[src/rtl/prog_seq_pkg.sv]
`timescale 1ns/1ps
package prog_seq_pkg;
   typedef enum logic [2:0] {
      SRC_HOLD = 3'd0,
      SRC_STEP = 3'd1,
      SRC_BYTE = 3'd2,
      SRC_JUMP = 3'd3,
      SRC_POP  = 3'd4,
      SRC_VEC  = 3'd5
   } pc_src_e;
endpackage

[src/rtl/prog_seq_arb.sv]
`timescale 1ns/1ps
module prog_seq_arb
   import prog_seq_pkg::*;
(
   input  logic    step_i,
   input  logic    pcl_wr_i,
   input  logic    goto_i,
   input  logic    call_i,
   input  logic    ret_i,
   input  logic    irq_i,
   output pc_src_e src_o,
   output logic    push_o,
   output logic    push_cur_o,
   output logic    pop_o
);
   always_comb begin
      src_o      = SRC_HOLD;
      push_o     = 1'b0;
      push_cur_o = 1'b0;
      pop_o      = 1'b0;
      if (irq_i) begin
         src_o      = SRC_VEC;
         push_o     = 1'b1;
         push_cur_o = 1'b1;
      end else if (call_i) begin
         src_o  = SRC_JUMP;
         push_o = 1'b1;
      end else if (goto_i) begin
         src_o = SRC_JUMP;
      end else if (ret_i) begin
         src_o = SRC_POP;
         pop_o = 1'b1;
      end else if (pcl_wr_i) begin
         src_o = SRC_BYTE;
      end else if (step_i) begin
         src_o = SRC_STEP;
      end
   end
endmodule

[src/rtl/prog_seq_next.sv]
`timescale 1ns/1ps
module prog_seq_next
   import prog_seq_pkg::*;
#(
   parameter int PC_W    = 13,
   parameter int TGT_W   = 11,
   parameter int DATA_W  = 8,
   parameter int LATCH_W = 5,
   parameter int VECTOR  = 4
) (
   input  pc_src_e            src_i,
   input  logic [PC_W-1:0]    pc_i,
   input  logic [LATCH_W-1:0] latch_i,
   input  logic [DATA_W-1:0]  data_i,
   input  logic [TGT_W-1:0]   target_i,
   input  logic [PC_W-1:0]    stack_top_i,
   output logic [PC_W-1:0]    next_o
);
   localparam int JHI_W = PC_W - TGT_W;

   logic [PC_W-1:0] jump_addr;
   logic [PC_W-1:0] byte_addr;

   assign jump_addr = {latch_i[LATCH_W-1 -: JHI_W], target_i};
   assign byte_addr = {latch_i, data_i};

   always_comb begin
      unique case (src_i)
         SRC_STEP: next_o = pc_i + 1'b1;
         SRC_BYTE: next_o = byte_addr;
         SRC_JUMP: next_o = jump_addr;
         SRC_POP:  next_o = stack_top_i;
         SRC_VEC:  next_o = PC_W'(VECTOR);
         default:  next_o = pc_i;
      endcase
   end
endmodule

[src/rtl/prog_seq_stack.sv]
`timescale 1ns/1ps
module prog_seq_stack #(
   parameter int W            = 13,
   parameter int DEPTH        = 8,
   parameter bit CLR_ON_RESET = 1'b1
) (
   input  logic         clk,
   input  logic         rst_n,
   input  logic         push_i,
   input  logic         pop_i,
   input  logic [W-1:0] push_val_i,
   output logic [W-1:0] top_o
);
   localparam int PTR_W = (DEPTH > 1) ? $clog2(DEPTH) : 1;

   logic [W-1:0]     mem [DEPTH];
   logic [PTR_W-1:0] ptr_q;
   logic [PTR_W-1:0] top_idx;

   if ((DEPTH & (DEPTH - 1)) != 0 || DEPTH < 2) begin : g_depth_bad
      $error("stack depth must be a power of two of at least 2");
   end

   assign top_idx = ptr_q - 1'b1;
   assign top_o   = mem[top_idx];

   always_ff @(posedge clk or negedge rst_n) begin
      if (!rst_n)      ptr_q <= '0;
      else if (push_i) ptr_q <= ptr_q + 1'b1;
      else if (pop_i)  ptr_q <= ptr_q - 1'b1;
   end

   if (CLR_ON_RESET) begin : g_clr
      always_ff @(posedge clk or negedge rst_n) begin
         if (!rst_n) begin
            for (int i = 0; i < DEPTH; i++) mem[i] <= '0;
         end else if (push_i) begin
            mem[ptr_q] <= push_val_i;
         end
      end
   end else begin : g_keep
      always_ff @(posedge clk) begin
         if (push_i) mem[ptr_q] <= push_val_i;
      end
   end


   push_pop_excl_chk: assert property (@(posedge clk) disable iff (!rst_n)
      !(push_i && pop_i));

   push_ptr_chk: assert property (@(posedge clk) disable iff (!rst_n)
      push_i |=> ptr_q == PTR_W'($past(ptr_q) + 1'b1));

   push_top_chk: assert property (@(posedge clk) disable iff (!rst_n)
      push_i |=> top_o == $past(push_val_i));

   pop_ptr_chk: assert property (@(posedge clk) disable iff (!rst_n)
      pop_i |=> ptr_q == PTR_W'($past(ptr_q) - 1'b1));
endmodule

[src/rtl/prog_seq.sv]
`timescale 1ns/1ps
module prog_seq
   import prog_seq_pkg::*;
#(
   parameter int PC_W        = 13,
   parameter int TGT_W       = 11,
   parameter int IMPL_W      = 11,
   parameter int DATA_W      = 8,
   parameter int LATCH_W     = 5,
   parameter int STACK_DEPTH = 8,
   parameter int VECTOR      = 4,
   parameter bit STACK_CLR   = 1'b1
) (
   input  logic              clk,
   input  logic              rst_n,
   input  logic              step_i,
   input  logic              pcl_wr_i,
   input  logic              goto_i,
   input  logic              call_i,
   input  logic              ret_i,
   input  logic              irq_i,
   input  logic              hi_wr_i,
   input  logic [TGT_W-1:0]  target_i,
   input  logic [DATA_W-1:0] data_i,
   output logic [PC_W-1:0]   pc_o,
   output logic [DATA_W-1:0] pcl_o,
   output logic [IMPL_W-1:0] fetch_addr_o
);
   if (LATCH_W + DATA_W != PC_W) begin : g_byte_bad
      $error("latch plus data width must equal counter width");
   end
   if (TGT_W >= PC_W || PC_W - TGT_W > LATCH_W) begin : g_tgt_bad
      $error("target field does not fit the counter and latch");
   end
   if (IMPL_W > PC_W || LATCH_W > DATA_W) begin : g_impl_bad
      $error("implemented space or latch width out of range");
   end

   pc_src_e            src;
   logic               push, push_cur, pop;
   logic [PC_W-1:0]    pc_q, pc_next, stack_top, push_val;
   logic [LATCH_W-1:0] latch_q;

   prog_seq_arb u_arb (
      .step_i     (step_i),
      .pcl_wr_i   (pcl_wr_i),
      .goto_i     (goto_i),
      .call_i     (call_i),
      .ret_i      (ret_i),
      .irq_i      (irq_i),
      .src_o      (src),
      .push_o     (push),
      .push_cur_o (push_cur),
      .pop_o      (pop)
   );

   prog_seq_next #(
      .PC_W (PC_W), .TGT_W (TGT_W), .DATA_W (DATA_W),
      .LATCH_W (LATCH_W), .VECTOR (VECTOR)
   ) u_next (
      .src_i       (src),
      .pc_i        (pc_q),
      .latch_i     (latch_q),
      .data_i      (data_i),
      .target_i    (target_i),
      .stack_top_i (stack_top),
      .next_o      (pc_next)
   );

   assign push_val = push_cur ? pc_q : pc_q + 1'b1;

   prog_seq_stack #(
      .W (PC_W), .DEPTH (STACK_DEPTH), .CLR_ON_RESET (STACK_CLR)
   ) u_stack (
      .clk        (clk),
      .rst_n      (rst_n),
      .push_i     (push),
      .pop_i      (pop),
      .push_val_i (push_val),
      .top_o      (stack_top)
   );

   always_ff @(posedge clk or negedge rst_n) begin
      if (!rst_n)       latch_q <= '0;
      else if (hi_wr_i) latch_q <= data_i[LATCH_W-1:0];
   end

   always_ff @(posedge clk or negedge rst_n) begin
      if (!rst_n) pc_q <= '0;
      else        pc_q <= pc_next;
   end

   assign pc_o         = pc_q;
   assign pcl_o        = pc_q[DATA_W-1:0];
   assign fetch_addr_o = pc_q[IMPL_W-1:0];


   irq_vector_chk: assert property (@(posedge clk) disable iff (!rst_n)
      irq_i |=> pc_o == PC_W'(VECTOR));

   goto_target_chk: assert property (@(posedge clk) disable iff (!rst_n)
      (goto_i && !irq_i && !call_i) |=> fetch_addr_o[TGT_W-1:0] == $past(target_i));

   idle_hold_chk: assert property (@(posedge clk) disable iff (!rst_n)
      !(step_i || pcl_wr_i || goto_i || call_i || ret_i || irq_i) |=> $stable(pc_o));

   step_only_chk: assert property (@(posedge clk) disable iff (!rst_n)
      (step_i && !(pcl_wr_i || goto_i || call_i || ret_i || irq_i))
      |=> pc_o == PC_W'($past(pc_o) + 1'b1));

   latch_hold_chk: assert property (@(posedge clk) disable iff (!rst_n)
      !hi_wr_i |=> $stable(latch_q));
endmodule

[config.mk]
export PLATFORM = sky130hd
export DESIGN_NAME = prog_seq
export DESIGN_NICKNAME = d
export VERILOG_FILES = /design/src/rtl/prog_seq_pkg.sv /design/src/rtl/prog_seq_arb.sv /design/src/rtl/prog_seq_next.sv /design/src/rtl/prog_seq_stack.sv /design/src/rtl/prog_seq.sv
export SDC_FILE = /design/constraint.sdc
export NUM_CORES = 1
export LEC_CHECK = 0
export ABC_AREA = 1
export CORE_MARGIN = 1
export CORE_UTILIZATION = 29
export CTS_CLUSTER_SIZE = 12
export DETAILED_ROUTE_END_ITERATION = 8
export DONT_BUFFER_PORTS = 1
export GPL_TIMING_DRIVEN = 0
export HOLD_SLACK_MARGIN = 0.06
export PLACE_DENSITY = 0.41
export SLEW_MARGIN = 30
export SYNTH_ARGS = -nofsm -noshare
export SYNTH_HDL_FRONTEND = slang
export SYNTH_SLANG_ARGS = --single-unit
[constraint.sdc]
create_clock -name clk -period 3.4 [get_ports clk]
set_input_delay 0.51 -clock clk [delete_from_list [all_inputs] [get_ports clk]]
set_output_delay 0.51 -clock clk [all_outputs]
set_load 0.03 [all_outputs]
==> results of run 1 <==
[synth_stat cells, types with 9 or more instances]
library cell  instances
nand2_1             322
nand3_1             141
dfrtp_1             125
inv_1                84
o21ai_0              67
nor2_1               60
buf_4                22
buf_2                20
o21ai_1              13
inv_2                12
nand4_1              12
nor2_4               10
o211ai_1             10
clkbuf_1              9
[kinds of logic after synthesis]
kind of cell,Yosys count
compound gates,99
xor+xnor,7
fa+ha+maj,3
buf+inv,151
flops,125
mux,4
simple gates,569
[worst reg2reg max path, stage by stage (launching register included)]
cell and delay [ns]:
dfrtp_1 0.43, inv_2 0.13, clkbuf_1 0.49, ha_1 0.40, inv_1 0.16, clkbuf_1 0.67, nor2_1 0.11, nand2_1 0.10
nand3_1 0.12, nand3_1 0.17, nand2_1 0.07, nand2_1 0.13, nand2_1 0.07
[layer usage]
layer  global-route usage [%]  share of wire [%]  vias to the layer above
li1                         -                  -                     3094
met1                     29.5                 51                     3073
met2                     31.7                 45                      109
met3                     3.75                3.3                       16
met4                     3.88                1.0                        0
met5                        0                  0                        -
[how the worst min path moves through the flow]
stage               startpoint              end  cells after the start
finish                   rst_n  u_stack.mem[83]                      1
global route             rst_n  u_stack.mem[83]                      1
CTS                      rst_n  u_stack.mem[52]                      0
detailed placement       rst_n  u_stack.mem[96]                      0
global placement         rst_n  u_stack.mem[83]                      0
floorplan                rst_n       latch_q[0]                      0
[sequential cells by signal, summed over array words and instances (netlist names)]
| signal | flops |
|---|---|
| latch_q | 5 |
| u_stack.ptr_q | 3 |
| u_stack.mem | 104 |
| pc_o | 13 |
[layout make-up]
type	instances	area, um2
tap	319	399
multi-input combinational	682	3230
inverter	97	369
sequential	125	3130
fill	2604	15600
buffer	54	325
clock inverter	14	171
timing repair buffer	2	35.0
clock buffer	17	425
[power by group]
| group | leakage, nW | switching, mW | total [mW] | internal, mW |
|---|---|---|---|---|
| Combinational | 2.13 | 2.55 | 3.65 | 1.10 |
| Sequential | 1.56 | 0.398 | 2.52 | 2.12 |
| Clock | 0.285 | 0.745 | 1.90 | 1.15 |
[repair_timing]
item | CTS | global route
buffers inserted | 0 | 0
endpoints found under the hold margin | 125 | 125
setup endpoints to repair | 0 | 0
==> impl_results.md, run 1 <==
* Peak Freq at 0.316 GHz
* Kind of cell adding the most delay to the critical path: buffers and inverters
* Total of max-cap violations at 0
* Stages on worst setup path at 12
* GPL Wtd Cong at 0.813
* Post-synth cell types at 36
* FF-to-FF Start: u_stack.ptr_q[0]
* Layout area overhead at 14.6%
* Largest family of logic cells by synthesized area: simple AND/OR/NAND/NOR gates
* CP Cell Sequence: inv_2 -> clkbuf_1 -> ha_1 -> inv_1 -> clkbuf_1 -> nor2_1 -> nand2_1 -> nand3_1 -> nand3_1 -> nand2_1 -> nand2_1 -> nand2_1
* Remaining DRCs at 0
* Pins Over Slew Limit at 0
* Routed vias at between 6000 and 7000
* WS Path Type: reg -> reg
* Syn_nets at 989
* Largest net degree at the start of global routing at roughly 130
* Clk root buf: clkbuf_16
* Synth area leaders: dfrtp_1 (44%), nand2_1 (17%), nand3_1 (10%), o21ai_0 (4.8%), inv_1 (4.5%)
* Area leader, netlist: dfrtp_1
* CP Launch Type: register
* Antenna-violating nets left at 0
* Drt pass-1 iters at 5
* Number of setup violations in the final report at 0
* FF-to-FF setup slack at 0.24 ns
* CTS clk-pin slew, worst paths at 0.06 ns
* Final Hold Fails at 0
* H-tree Lvls at 4
* Hold/Removal Path Class: in -> async
* DRT iter0 DRCs at between 400 and 500
* Power Total at slightly above 8 mW
* Critical Path Start: u_stack.ptr_q[0]
* Worst vdd ir at 0.472 mV
* Final instance area at about 8100 um2
* Chip Width at 158 um
* Mapped Cells at around 960
* Critical Path AT at 3.47 ns
* Status: finished clean
* Delay of the slowest cell on the worst path at between 0.6 and 0.7 ns
* # resized after CTS at 0
* Die Ht at ~160 um
* Number of synthesized flops with an enable pin at 0
* # clock sinks at 125
* I/O pins at 60
* Seq cells post-synth at 125
* Routed wire length at around 24 mm
* Site row count at 56
* TritonCTS Buffers at 17
* Synth Area in XOR/XNOR at 0.870%
* Via density at 4.80
* Wire length per cell at between 15 and 20 um
* Post-synth top flop: dfrtp_1
* Relative slew slack at about 42%
* Placed insts at roughly 1300
* CTS tree: built
* Ant. Diodes at 0
* Tcrit/Tclk final at around 93%
* Worst Reg-to-Reg Cells at 12
* Ys Warns at 0
* Clk buf depth at 2
* Clk_lat worst skew at about 0.42 ns
* Sequential share of the synthesized area at about 44%
* Leakage power at between 3 and 4 nW
* HPWL Detailed at approximately 17 mm
* Vias in the first global route at between 6000 and 7000
* Fin crit period at between 3 and 4 ns
* Pwr dens at between 900 and 1000 nW/um2
* Synth Area in Simple Gates at roughly 36%
* Post-synth top area share at 44.4%
* Most frequent cells in the layout: nand2_1 (322), nand3_1 (141), dfrtp_1 (125)
* Synth Cell Area at approximately 7000 um2
* Critical path buffer and inverter count at 4
* Worst path required time at about 3.7 ns
* Die area at about 25000 um2
* CP Capture Type: register
* Avg Inst Size Synth at between 7 and 8 um2
* Proportion of layout cells with a drive suffix above 1 at around 13%
* Unrepaired setup endpoints after global routing: false
* Worst setup margin at 0.235 ns
* Initial antenna violation count at 0
* GRT Util Overall at around 20%
* Core Box Area at approximately 24000 um2
* Compound-gate portion of the synthesized area at between 7 and 8%
* Commonest non-fill, non-tap cell in the layout: nand2_1
* First-pass GRT wire length at around 37 mm
* Worst path most repeated cell: nand2_1
* Reg-to-Reg End: pc_o[4]
* Clk_skew at 0.00899 ns
* Post-Layout Cell Count at between 1000 and 1500
* Slew @ Worst Pin at ~0.86 ns
* CP max stage cell: clkbuf_1
* Initial Util at 29.8%
* CP max FO at 10
* End-of-flow core utilization at 34.1%
* IO Port Bufs at 0
* Pre-CTS worst setup slack at 0.224 ns
* WHS at approximately 0.013 ns
* DP Area at between 7000 and 8000 um2
* Ys async rst share at 100%
* End point of the critical path: pc_o[4]
* Nets at 1010
* Grt ovf at 0
* Post-synthesis adder-cell area fraction at 0.533%
* Post-synthesis mux area share at 0.639%
* Setup TNS at 0 ns
Power figures use the tool's default switching activity.
==> run 2, diff against run 1 <==
--- a/config.mk
+++ b/config.mk
@@ -6,14 +6,14 @@
 export NUM_CORES = 1
 export LEC_CHECK = 0
 export ABC_AREA = 1
+export BUFFER_PORTS_ARGS = -buffer_cell sky130_fd_sc_hd__buf_2
 export CORE_MARGIN = 1
 export CORE_UTILIZATION = 29
-export CTS_CLUSTER_SIZE = 12
+export CTS_CLUSTER_SIZE = 24
 export DETAILED_ROUTE_END_ITERATION = 8
-export DONT_BUFFER_PORTS = 1
 export GPL_TIMING_DRIVEN = 0
 export HOLD_SLACK_MARGIN = 0.06
-export PLACE_DENSITY = 0.41
+export PLACE_DENSITY = 0.44
 export SLEW_MARGIN = 30
 export SYNTH_ARGS = -nofsm -noshare
 export SYNTH_HDL_FRONTEND = slang
==> constraint.sdc (replaced) <==
create_clock -name clk -period 2.8 [get_ports clk]
set_input_delay 0.42 -clock clk [delete_from_list [all_inputs] [get_ports clk]]
set_output_delay 0.42 -clock clk [all_outputs]
set_load 0.03 [all_outputs]
==> run 2 against run 1 <==
  * Flip-flop and latch count is the same
  * Combinational power grew 26%
  * Critical path depth fell by 3
  * Highest routed layer unchanged
  * Non-clock buffer count is 57 higher
  * Routed wire length shrank 0.60%
  * Worst hold slack better by 0.23 ns
  * Worst setup slack better by 0.17 ns
  * Via count is 2.8% higher
  * Count of clock-buffer cells in the layout up 1
  * Largest cell class unchanged
  * Clock skew is essentially flat
==> impl_results.md, run 2 (synthesis results as in run 1) <==
* Worst hold path stage count at 3
* Total of max-cap violations at 0
* Core Box Area at about 24000 um2
* FF-to-FF Start: u_stack.ptr_q[0]
* Worst Reg-to-Reg Cells at 9
* CP Cell Sequence: inv_2 -> ha_1 -> buf_1 -> nand3_1 -> nand3_1 -> nand3_1 -> nand3_1 -> nand2_1 -> nand2_1
* H-tree Lvls at 4
* Initial Util at between 20 and 30%
* GR Layer Usage met2 at between 20% and 30%
* Clk_skew at 0.00903 ns
* Critical Path AT at approximately 2.8 ns
* Worst path most repeated cell: nand3_1
* Most frequent cells in the layout: nand2_1 (322), nand3_1 (141), dfrtp_1 (125)
* Max FFs per register at 104
* Unrepaired setup endpoints after global routing: false
* GRT met1 Usage at between 30% and 40%
* Site row count at 56
* Routed vias at about 6500
* TritonCTS Buffers at 17
* GPL Wtd Cong at ~0.83
* IO Port Bufs at a little under 60
* Proportion of layout cells with a drive suffix above 1 at between 15 and 20%
* DRT iter0 DRCs at about 420
* CP max stage cell: buf_1
* Clk_lat worst skew at 0.43 ns
* Layout area overhead at 19.7%
* Die Ht at around 160 um
* Fillers at roughly 2600
* Commonest non-fill, non-tap cell in the layout: nand2_1
* CP Capture Type: register
* Tcrit/Tclk final at 85.4%
* Power Total at roughly 10 mW
* Register area at 3130 um2
* Hold/Removal Path Class: in -> reg
* Clk root buf: clkbuf_16
* Area of the multi-input gates at approximately 3200 um2
* Delay of the slowest cell on the worst path at roughly 0.6 ns
* Ant. Diodes at 0
* FF-to-FF setup slack at between 0.4 and 0.5 ns
* Worst path required time at between 3 and 4 ns
* Drt pass-1 iters at 5
* CP max FO at 15
* Wire length per cell at about 17 um
* Chip Width at 158 um
* Leakage power at around 4.3 nW
* # clock sinks at about 130
* CTS clk-pin slew, worst paths at 0.06 ns
* Worst vdd ir at 0.659 mV
* Routed wire length at ~24 mm
* Via density at about 4.7
* Final Hold Fails at 0
* Pins Over Slew Limit at 0
* Met3 Use GR at 3.18%
* Reg-to-Reg End: pc_o[2]
* Hold-critical path endpoint: latch_q[3]
* Nets at between 1000 and 1500
* Die area at 24900 um2
* Remaining DRCs at 0
* Status: finished clean
* Number of setup buffers added after CTS at 0
* WS Path Type: reg -> reg
* Number of setup violations in the final report at 0
* I/O pins at 60
* Relative slew slack at 35.1%
* WHS at 0.238 ns
* Peak Freq at between 0.4 and 0.5 GHz
* HPWL Detailed at ~17 mm
* First-pass GRT wire length at 36.5 mm
* Antenna-violating nets left at 0
* Fin crit period at approximately 2.4 ns
* Biggest register: u_stack.mem
* Layer with the highest usage: met1
* Vias in the first global route at 6039
* CTS tree: built
* GRT Util Overall at around a fifth
* Pwr dens at 1190 nW/um2
* Hold Crit Start: data_i[3]
* Largest net degree at the start of global routing at a little over 70
* Grt ovf at 0
* Slew @ Worst Pin at 0.967 ns
* CP Launch Type: register
* Clk buf depth at 2
* Initial antenna violation count at 0
[run 2: cell types whose count changed in the layout (fill, tap and decap cells not counted), moves of 2 or more]
cell,previous run,this run
buf_2,20,78
clkbuf_1,9,6
bufinv_16,3,5
clkbuf_2,0,2
[run 2: per-layer routing]
metal	up-vias	share of wire, %
met4	0	0.77
met2	113	44
met5	-	0
li1	3210	-
met1	3128	52
met3	15	3.4
[run 2: critical path: cells and delay by family, from the launching register on]
kind,cells,cell delay [ns]
buf+inv,2,0.77
fa+ha+maj,1,0.41
simple gates,6,0.72
flops,1,0.43
[run 2: per-stage QoR]
| step | worst slack, ns | std cells | cell area, um2 | TNS [ns] | util [%] |
|---|---|---|---|---|---|
| 4_1_cts | 0.0200 | 1369 | 8440 | 0 | 35.6 |
| 2_1_floorplan | 0.794 | 958 | 7050 | 0 | - |
| 6_report | 0.408 | 1368 | 8430 | 0 | 35.6 |
| 5_1_grt | 0.232 | 1368 | 8430 | 0 | 35.6 |
| 3_3_place_gp | -0.613 | 1335 | 7740 | -77.12 | 32.7 |
| 3_5_place_dp | -0.280 | 1336 | 7770 | -2.01 | 32.8 |
[run 2: where the power goes]
part	switching, mW	internal (mW)	total (mW)
Sequential	0.392	2.57	2.97
Clock	0.898	1.58	2.48
Combinational	3.19	1.41	4.60
[run 2: how the worst max path moves through the flow]
stage / startpoint / end / slack [ns] / cells after the start
finish: u_stack.ptr_q[0] / pc_o[2] / 0.41 / 9
global route: u_stack.ptr_q[0] / pc_o[2] / 0.23 / 9
CTS: u_stack.ptr_q[0] / pc_o[2] / 0.02 / 10
detailed placement: u_stack.ptr_q[0] / pc_o[4] / -0.28 / 12
global placement: rst_n / latch_q[1] / -0.61 / 1
floorplan: u_stack.ptr_q[0] / pc_o[2] / 0.79 / 12
[run 2: repair_timing]
action                                 in CTS  in global routing
setup endpoints to repair                  13                 11
resized for setup                           3                  1
hold buffers                                1                  0
endpoints found under the hold margin      70                  0
[run 2: layout make-up]
type                    instances  share of cell area [%]
well taps                     319                    4.73
flip-flops and latches        125                    37.1
clock inverters                14                    2.60
multi-input cells             682                    38.2
repair buffers                 60                    4.01
plain buffers                  53                    3.86
clock buffers                  18                    5.09
inverters                      97                    4.38
==> run 3, diff against run 2 <==
--- a/config.mk
+++ b/config.mk
@@ -8,7 +8,7 @@
 export ABC_AREA = 1
 export BUFFER_PORTS_ARGS = -buffer_cell sky130_fd_sc_hd__buf_2
 export CORE_MARGIN = 1
-export CORE_UTILIZATION = 29
+export CORE_UTILIZATION = 30
 export CTS_CLUSTER_SIZE = 24
 export DETAILED_ROUTE_END_ITERATION = 8
 export GPL_TIMING_DRIVEN = 0
==> constraint.sdc (replaced) <==
create_clock -name clk -period 2.3 [get_ports clk]
set_input_delay 0.345 -clock clk [delete_from_list [all_inputs] [get_ports clk]]
set_output_delay 0.345 -clock clk [all_outputs]
set_load 0.03 [all_outputs]
==> run 3 against run 2 <==
  * Worst hold slack got worse by 0.067 ns
  * Flip-flop and latch count unchanged
  * Non-clock buffer count unchanged
  * Critical path depth unchanged
  * Final cell count decreased by 0.44%
  * Register-to-register slack got worse by 0.23 ns
  * Die area decreased by 3.3%
  * Design area decreased by 0.13%
  * Global-route usage increased by 0.40 points
  * Sequential share of layout area about the same
  * Largest cell class unchanged
  * Largest power group unchanged
==> impl_results.md, run 3 (synthesis results as in run 1) <==
* Status: finished clean
* First-pass GRT wire length at 36.4 mm
* Worst setup margin at 0.180 ns
* Tcrit/Tclk final at 92.2%
* Relative slew slack at 39.9%
* Number of setup buffers added after CTS at 0
* I/O pins at 60
* Area of the multi-input gates at between 3000 and 4000 um2
* Largest net degree at the start of global routing at 67
* # clock sinks at 125
* GPL Wtd Cong at between 0.8 and 0.9
* Worst path required time at between 2 and 3 ns
* Nets at approximately 1100
* CP max stage cell: dfrtp_1
* Leakage power at ~4.3 nW
* CP Launch Type: register
* Ant. Diodes at 0
* Clk_lat worst skew at 0.42 ns
* Vias in the first global route at roughly 6000
* Slew @ Worst Pin at around 0.9 ns
* Site row count at 55
* CTS clk-pin slew, worst paths at about 0.060 ns
* Total of max-cap violations at 0
* HPWL Detailed at 17.2 mm
* H-tree Lvls at 4
* Clk root buf: clkbuf_16
* Chip Width at roughly 160 um
* Via density at approximately 4.7
* Final Hold Fails at 0
* Clk buf depth at 2
* Initial Util at 30.8%
* Pre-CTS worst setup slack at -0.704 ns
* Hold/Removal Path Class: in -> reg
* Clk_skew at between 0.009 and 0.01 ns
* Most frequent cells in the layout: nand2_1 (322), nand3_1 (141), dfrtp_1 (125)
* CP Cell Sequence: inv_4 -> ha_1 -> xnor2_2 -> clkbuf_4 -> nand3_1 -> nand3_1 -> nand2_1 -> nand2_1 -> nand2_1
* CTS tree: built
* WS Path Type: reg -> reg
* Proportion of layout cells with a drive suffix above 1 at 18.1%
* GRT Util Overall at between 20% and 30%
* Number of setup violations in the final report at 0
* Fillers at between 2000 and 2500
* Grt ovf at 0
* TritonCTS Buffers at 17
* Unrepaired setup endpoints after global routing: false
* Die area at roughly 24000 um2
* Peak Freq at 0.472 GHz
* Max FFs per register at between 100 and 150
* Fin crit period at between 2 and 2.5 ns
* DRT iter0 DRCs at about 530
* Drt pass-1 iters at 5
* Initial antenna violation count at 0
* Layout area overhead at 19.5%
* Core Box Area at ~23000 um2
* CP Capture Type: register
* Biggest register: u_stack.mem
* Commonest non-fill, non-tap cell in the layout: nand2_1
* Register area at between 3000 and 4000 um2
* Routed wire length at ~24 mm
* Pins Over Slew Limit at 0
* Wire length per cell at 17.4 um
* Worst vdd ir at about 0.74 mV
* Pwr dens at ~1400 nW/um2
* Die Ht at around 160 um
* CP max FO at 15
* Antenna-violating nets left at 0
* Critical Path AT at about 2.4 ns
* Remaining DRCs at 0
* Delay of the slowest cell on the worst path at ~0.45 ns
* Routed vias at around 6400
* End-of-flow core utilization at between 30% and 40%
* Worst path most repeated cell: nand2_1
* IO Port Bufs at 58
## run 3: cell types whose count changed in the layout (fill, tap and decap cells not counted), sizes merged
| cell | previous run | this run |
|---|---|---|
| bufinv | 5 | 3 |
| clkinv | 8 | 7 |
| clkbuf | 25 | 28 |
| buf | 105 | 103 |
| inv | 96 | 98 |
## run 3: cell type report
cell class | count | area share (%)
plain buffers | 53 | 3.98
clock buffers | 19 | 5.38
clock inverters | 13 | 1.95
inverters | 97 | 4.41
multi-input cells | 682 | 38.5
flip-flops and latches | 125 | 37.1
well taps | 313 | 4.65
repair buffers | 60 | 4.01
## run 3: path summary, 6_finish.rpt
check                      cells past startpoint  slack [ns]              end             start
min                                            2        0.17       latch_q[4]         data_i[4]
min reg2reg                                    2        0.47   u_stack.mem[1]    u_stack.mem[1]
max                                            9        0.18          pc_o[5]  u_stack.ptr_q[0]
min in group asynchronous                      2        0.46  u_stack.mem[96]             rst_n
max in group asynchronous                      3        1.10  u_stack.mem[51]             rst_n
max reg2reg                                    9        0.18          pc_o[5]  u_stack.ptr_q[0]
## run 3: per-layer routing
layer	up-vias	wire length, um	global-route usage [%]
li1	3207	-	-
met1	3084	12200	30.5
met2	132	10500	30.9
met3	13	863	3.59
met4	0	209	4.48
met5	-	0	0
## run 3: timing repair
item | in CTS | in global routing
endpoints found under the setup margin | 15 | 12
resized for setup | 4 | 11
hold buffers | 1 | 0
endpoints found under the hold margin | 59 | 0
## run 3: metrics by stage
stage | total power, mW | hold WS, ns | instances | setup TNS (ns) | cell area (um2)
floorplan | 7.33 | 0.0494 | 958 | 0 | 7050
global placement | 9.15 | 0.458 | 1329 | -133.88 | 7730
detailed placement | 9.19 | 0.324 | 1330 | -7.88 | 7770
CTS | 12.1 | 0.157 | 1362 | 0 | 8400
global route | 13.0 | 0.161 | 1362 | 0 | 8420
finish | 12.1 | 0.170 | 1362 | 0 | 8420
## run 3: report_power, final
part | switching, mW | internal, mW
combinational | 3.87 | 1.77
clock | 1.09 | 1.77
sequential | 0.484 | 3.13
## run 3: critical path, delay by kind of cell (launching register included)
family        cells  cell delay (ns)
flops             1             0.45
xor+xnor          1             0.31
simple gates      5             0.48
fa+ha+maj         1             0.30
buf+inv           2             0.47
